### src/rtl/modtmr_pkg.sv
package modtmr_pkg;
  typedef enum logic [2:0] {
    A_CTRL = 3'd0,
    A_CNTH = 3'd1,
    A_CNTL = 3'd2,
    A_MODH = 3'd3,
    A_MODL = 3'd4
  } reg_addr_e;

  localparam int CB_CENTER = 0;
  localparam int CB_IE     = 1;
endpackage

### src/rtl/modtmr_core.sv
module modtmr_core #(
  parameter int CW = 16
) (
  input  logic          clk,
  input  logic          rst_n,
  input  logic          tick,
  input  logic          clear,
  input  logic          center,
  input  logic [CW-1:0] mod_act,
  output logic [CW-1:0] cnt_q,
  output logic          dir_up_q,
  output logic          ovf_evt
);
  function automatic logic [CW-1:0] f_limit(input logic [CW-1:0] m);
    return (m == '0) ? '1 : m;
  endfunction

  logic [CW-1:0] lim, nxt;
  logic          nxt_up, wrap;

  always_comb begin
    lim    = f_limit(mod_act);
    nxt    = cnt_q + 1'b1;
    nxt_up = 1'b1;
    wrap   = 1'b0;
    if (center) begin
      if (dir_up_q) begin
        if (cnt_q == lim) begin
          nxt    = cnt_q - 1'b1;
          nxt_up = 1'b0;
          wrap   = 1'b1;
        end
      end else if (cnt_q == '0) begin
        nxt = cnt_q + 1'b1;
      end else begin
        nxt    = cnt_q - 1'b1;
        nxt_up = 1'b0;
      end
    end else if (cnt_q == lim) begin
      nxt  = '0;
      wrap = 1'b1;
    end
  end

  assign ovf_evt = tick & wrap & ~clear;

  always_ff @(posedge clk or negedge rst_n) begin
    if (!rst_n) begin
      cnt_q    <= '0;
      dir_up_q <= 1'b1;
    end else if (clear) begin
      cnt_q    <= '0;
      dir_up_q <= 1'b1;
    end else if (tick) begin
      cnt_q    <= nxt;
      dir_up_q <= nxt_up;
    end
  end
endmodule

### src/rtl/modtmr_regs.sv
module modtmr_regs #(
  parameter int BW = 8,
  localparam int CW = 2 * BW
) (
  input  logic          clk,
  input  logic          rst_n,
  input  logic          wr_ctrl,
  input  logic          wr_modh,
  input  logic          wr_modl,
  input  logic [BW-1:0] wdata,
  input  logic          ovf_evt,
  output logic          center,
  output logic          ie,
  output logic          flag,
  output logic [BW-1:0] modh_q,
  output logic [BW-1:0] modl_q,
  output logic [CW-1:0] mod_act,
  output logic          mod_pend
);
  import modtmr_pkg::*;

  logic pend_h, pend_l, commit;

  assign mod_pend = pend_h | pend_l;
  assign commit   = (pend_h | wr_modh) & (pend_l | wr_modl);

  always_ff @(posedge clk or negedge rst_n) begin
    if (!rst_n) begin
      center  <= 1'b0;
      ie      <= 1'b0;
      flag    <= 1'b0;
      modh_q  <= '0;
      modl_q  <= '0;
      mod_act <= '0;
      pend_h  <= 1'b0;
      pend_l  <= 1'b0;
    end else begin
      if (wr_ctrl) begin
        center <= wdata[CB_CENTER];
        ie     <= wdata[CB_IE];
      end
      if (ovf_evt && !mod_pend) flag <= 1'b1;
      else if (wr_ctrl && wdata[BW-1]) flag <= 1'b0;
      if (wr_modh) modh_q <= wdata;
      if (wr_modl) modl_q <= wdata;
      if (commit) begin
        mod_act <= {wr_modh ? wdata : modh_q, wr_modl ? wdata : modl_q};
        pend_h  <= 1'b0;
        pend_l  <= 1'b0;
      end else begin
        if (wr_modh) pend_h <= 1'b1;
        if (wr_modl) pend_l <= 1'b1;
      end
    end
  end
endmodule

### src/rtl/modtmr_rdbuf.sv
module modtmr_rdbuf #(
  parameter int BW = 8
) (
  input  logic          clk,
  input  logic          rst_n,
  input  logic          rd_hi,
  input  logic          rd_lo,
  input  logic          freeze,
  input  logic          clear,
  input  logic [BW-1:0] live_lo,
  output logic [BW-1:0] lo_out,
  output logic          buf_vld
);
  logic [BW-1:0] buf_q;

  assign lo_out = buf_vld ? buf_q : live_lo;

  always_ff @(posedge clk or negedge rst_n) begin
    if (!rst_n) begin
      buf_q   <= '0;
      buf_vld <= 1'b0;
    end else if (clear) begin
      buf_vld <= 1'b0;
    end else if (!freeze) begin
      if (rd_hi) begin
        buf_q   <= live_lo;
        buf_vld <= 1'b1;
      end else if (rd_lo) begin
        buf_vld <= 1'b0;
      end
    end
  end
endmodule

### src/rtl/coh_mod_timer.sv
module coh_mod_timer #(
  parameter int BW = 8
) (
  input  logic          clk,
  input  logic          rst_n,
  input  logic          cnt_en,
  input  logic          freeze,
  input  logic [2:0]    bus_addr,
  input  logic          bus_wr,
  input  logic          bus_rd,
  input  logic [BW-1:0] bus_wdata,
  output logic [BW-1:0] bus_rdata,
  output logic          irq
);
  import modtmr_pkg::*;
  localparam int CW = 2 * BW;

  logic          wr_ctrl, wr_modh, wr_modl, cnt_clr, rd_hi, rd_lo, tick;
  logic          center, ie, flag, mod_pend, dir_up, ovf_evt, buf_vld;
  logic [BW-1:0] modh_q, modl_q, lo_out;
  logic [CW-1:0] mod_act, cnt_q;

  assign wr_ctrl = bus_wr & (bus_addr == A_CTRL);
  assign wr_modh = bus_wr & (bus_addr == A_MODH);
  assign wr_modl = bus_wr & (bus_addr == A_MODL);
  assign cnt_clr = bus_wr & ((bus_addr == A_CNTH) | (bus_addr == A_CNTL));
  assign rd_hi   = bus_rd & (bus_addr == A_CNTH);
  assign rd_lo   = bus_rd & (bus_addr == A_CNTL);
  assign tick    = cnt_en & ~freeze;

  modtmr_regs #(.BW(BW)) u_regs (
    .clk(clk), .rst_n(rst_n), .wr_ctrl(wr_ctrl), .wr_modh(wr_modh),
    .wr_modl(wr_modl), .wdata(bus_wdata), .ovf_evt(ovf_evt),
    .center(center), .ie(ie), .flag(flag), .modh_q(modh_q),
    .modl_q(modl_q), .mod_act(mod_act), .mod_pend(mod_pend)
  );

  modtmr_core #(.CW(CW)) u_core (
    .clk(clk), .rst_n(rst_n), .tick(tick), .clear(cnt_clr),
    .center(center), .mod_act(mod_act), .cnt_q(cnt_q),
    .dir_up_q(dir_up), .ovf_evt(ovf_evt)
  );

  modtmr_rdbuf #(.BW(BW)) u_rdbuf (
    .clk(clk), .rst_n(rst_n), .rd_hi(rd_hi), .rd_lo(rd_lo),
    .freeze(freeze), .clear(cnt_clr), .live_lo(cnt_q[BW-1:0]),
    .lo_out(lo_out), .buf_vld(buf_vld)
  );

  always_comb begin
    case (bus_addr)
      A_CTRL:  bus_rdata = {flag, {(BW-3){1'b0}}, ie, center};
      A_CNTH:  bus_rdata = cnt_q[CW-1:BW];
      A_CNTL:  bus_rdata = lo_out;
      A_MODH:  bus_rdata = modh_q;
      A_MODL:  bus_rdata = modl_q;
      default: bus_rdata = '0;
    endcase
  end

  assign irq = flag & ie;
endmodule

### config.mk
export PLATFORM = sky130hd
export DESIGN_NAME = coh_mod_timer
export DESIGN_NICKNAME = d
export VERILOG_FILES = /design/src/rtl/modtmr_pkg.sv /design/src/rtl/modtmr_core.sv /design/src/rtl/modtmr_regs.sv /design/src/rtl/modtmr_rdbuf.sv /design/src/rtl/coh_mod_timer.sv
export SDC_FILE = /design/constraint.sdc
export NUM_CORES = 1
export LEC_CHECK = 0
export CAP_MARGIN = 40
export CORE_ASPECT_RATIO = 0.75
export CORE_MARGIN = 2
export CORE_UTILIZATION = 53
export CTS_CLUSTER_DIAMETER = 40
export DETAILED_ROUTE_END_ITERATION = 12
export PLACE_DENSITY = 0.75
export SETUP_SLACK_MARGIN = 0.02
export SKIP_CTS_REPAIR_TIMING = 1
export SLEW_MARGIN = 15
export SYNTH_ARGS = -nofsm -noshare
export SYNTH_HDL_FRONTEND = slang
export SYNTH_SLANG_ARGS = --single-unit
### constraint.sdc
create_clock -name clk -period 2.6 [get_ports clk]
set_input_delay 0.39 -clock clk [delete_from_list [all_inputs] [get_ports clk]]
set_output_delay 0.39 -clock clk [all_outputs]
set_load 0.01 [all_outputs]
==> reports/qor.yml <==
logic_synthesis:
  yosys_warnings: 0
  ys.flop_type: "dfrtp_1"
  async_reset_ff_share_pct: 100
  synth_edf_count: 0
  synth_top_area_share_pct: 38.3
  yosysTopAreaCell: "dfrtp_1"
  syn-cell-area_um2: 4050
  yosys-top-cells-area: "dfrtp_1 38%, mux2_2 14%, nand2_1 4.1%"
  avgSynthCellArea_um2: 9.58
  synthCells: 423
  ys_seq_elements: 63
  syn_nets: 443
  ys_seq_area_share_pct: 38.9
  ys_types: 67
detailed_routing:
  vias: 3869
  ant_nets: 0
  firstDrtPassIters: 4
  drt_wl_total_mm: 12.7
  avgRoutedWirePerCell_um: 20.5
  avgViaCountPerCell: 6.26
  drc: 0
  drtIter0Drc: 377
critical_path:
  cpLargestDelayFamily: "simple AND/OR/NAND/NOR gates"
  start_kind: "flop"
  crit_required_ns: 2.88
  cp-startpoint: "u_regs.mod_act[1]"
  slowest_stage: "or4_4"
  path_buf_inv: 1
  worstSetupPathType: "reg2reg"
  critPathCaptureType: "flop"
  crit_fanout: 11
  cp_slowest_stage_delay_ns: 0.42
  r2r_start: "u_regs.mod_act[1]"
  cp_common_cell: "nand4_1"
  cp_data_arrival_time_ns: 3.20
  crit_chain: "nor4_2 > nand4_1 > o32ai_2 > nand4_1 > or3_4 > buf_12 > or4_4 > a32o_1 > o211ai_1"
power_and_ir_drop:
  p_leak_nw: 2.43
  ir_drop_mv: 0.513
  power_density_nw_per_um2: 835
  total_power_mw: 4.46
sta:
  worst_pin_slew_ns: 0.459
  fmax_mhz: 342
  slew_headroom_pct: 69.4
  slew_viol_final: 0
  layout_min_cycle_time_ns: 2.92
  setup_ws_ns: -0.323
  post-route-period-util_pct: 112
  skew_ns: 0.0129
  rsz0062_at_grt: "true"
  finalSetupViolations: 17
  finalHoldViolCount: 0
clock_tree:
  clock_path_buffers: 2
  cts_inserted_buffers: 9
  htree_num_levels: 3
  cts-root-buf: "clkbuf_8"
  clk_latency_ns: 0.36
  cts_tree: "yes"
  cts_sinks: 63
  clk_pin_slew_worst_paths_ns: 0.07
final_layout:
  drive_gt1_share_pct: 36.6
  antenna_cells: 0
  final_common_cell: "buf_4"
  fill_cells: 528
  final_cell_mix: "82 x buf_4, 61 x dfrtp_1, 48 x mux2_2, 44 x nand2_1, 24 x nor2_1"
  area_growth_pct: 31.9
  final_nets: 533
  fin_area_um2: 5350
  fin_util_pct: 72.6
placed_design:
  gp_congestion: 0.976
  dp_hpwl_mm: 9.43
  portBuffers: 25
  place_area_um2: 4930
job:
  drv_cap: 0
floorplanning:
  initial_core_util_pct: 55.0
  io_pins: 26
  die_h_um: 79.7
  rows: 27
  core-area_um2: 7360
  die_w_um: 105
  fp.dieArea_um2: 8370
hold_path:
  worst_hold_path_type: "reg2reg"
  min_from: "u_rdbuf.buf_q[1]"
run_status:
  failed_checks: "negative setup slack"
  status: "finished with violations"
global_route:
  grt_use_total_pct: 32.0
  grt_antenna_before_repair: 0
  grt_start_max_net_pins: 22
  grt_pass1_vias: 3651
  grt_overflow: 0
  grt_pass1_wl_mm: 20.0
-- routing by layer --
metal / track usage [%] / part of all wire (%)
met3: 8.57 / 8.4
met1: 46.6 / 46
met2: 46.4 / 43
met5: 0 / 0
met4: 10.0 / 2.0
-- power breakdown --
group	internal, mW	switching, mW	total, mW	leakage (nW)
Sequential	1.25	0.255	1.50	0.805
Clock	0.488	0.398	0.887	0.0985
Combinational	1.02	1.05	2.07	1.53
Total	2.76	1.71	4.46	2.43
-- through the flow --
step,setup slack (ns),TNS [ns],std cells,hold slack (ns)
after global routing,-0.420,-4.76,618,0.523
after floorplan,-0.0241,-0.0241,423,0.0944
after detailed placement,-0.363,-4.39,598,0.351
final,-0.323,-2.92,618,0.492
after global placement,-0.243,-2.51,598,0.350
after CTS,-0.390,-4.90,613,-0.0370
-- registers in the layout, indices dropped and copies added (netlist names), 8 cells and up --
register and cells:
u_rdbuf.buf_q 8, u_regs.modl_q 8, u_core.cnt_q 16, u_regs.mod_act 16, u_regs.modh_q 8
-- worst register-to-register path: cells and delay by family (launching register included) --
kind | cells | cell delay [ns]
and+or+nand+nor | 5 | 1.55
DFF | 1 | 0.40
AOI/OAI and AO/OA | 3 | 0.74
buffers and inverters | 1 | 0.15
-- cells in the mapped netlist (4+ instances only) --
| cell | number |
|---|---|
| nand3_1 | 16 |
| xnor2_1 | 5 |
| nor3_1 | 12 |
| o21ai_0 | 16 |
| nand2_1 | 44 |
| dfrtp_1 | 62 |
| buf_2 | 4 |
| nand4_1 | 7 |
| and3_1 | 6 |
| nor2_1 | 25 |
| a22oi_1 | 4 |
| nand2b_1 | 7 |
| mux2_2 | 50 |
| o2111ai_1 | 6 |
| nor4_2 | 4 |
| inv_1 | 6 |
| a21oi_1 | 10 |
| mux2i_1 | 6 |
| a221oi_1 | 5 |
| o21a_1 | 4 |
| o221ai_1 | 6 |
| xor2_1 | 17 |
| nor4_1 | 5 |
| a31oi_1 | 6 |
| o22ai_1 | 7 |
| clkbuf_1 | 25 |
-- layout make-up --
type	count	area, um2	area share, %
inverter	6	26.3	0.491
clock buffer	12	155	2.90
tap	101	126	2.36
clock inverter	3	42.5	0.796
multi-input combinational	320	2450	45.9
sequential	63	1580	29.5
timing repair buffer	113	963	18.0
-- worst paths after layout --
path / cells past startpoint / to / slack [ns]
hold reg to reg: 2 / u_rdbuf.buf_q[1] / 0.49
min in group asynchronous: 2 / u_core.cnt_q[9] / 0.50
max in group asynchronous: 3 / u_rdbuf.buf_vld / 1.41
setup / recovery: 9 / u_core.cnt_q[3] / -0.32
setup reg to reg: 9 / u_core.cnt_q[3] / -0.32
hold / removal: 2 / u_rdbuf.buf_q[1] / 0.49
-- logic make-up after synthesis --
group	Yosys count	share of synthesized area, %
multiplexers	57	15.9
flip-flops	63	38.9
AND/OR/NAND/NOR	147	18.9
buffers and inverters	40	4.14
AO/OA/AOI/OAI	91	16.4
adder cells (fa/ha/maj)	3	0.926
XOR/XNOR	22	4.75
Power figures use the tool's default switching activity.
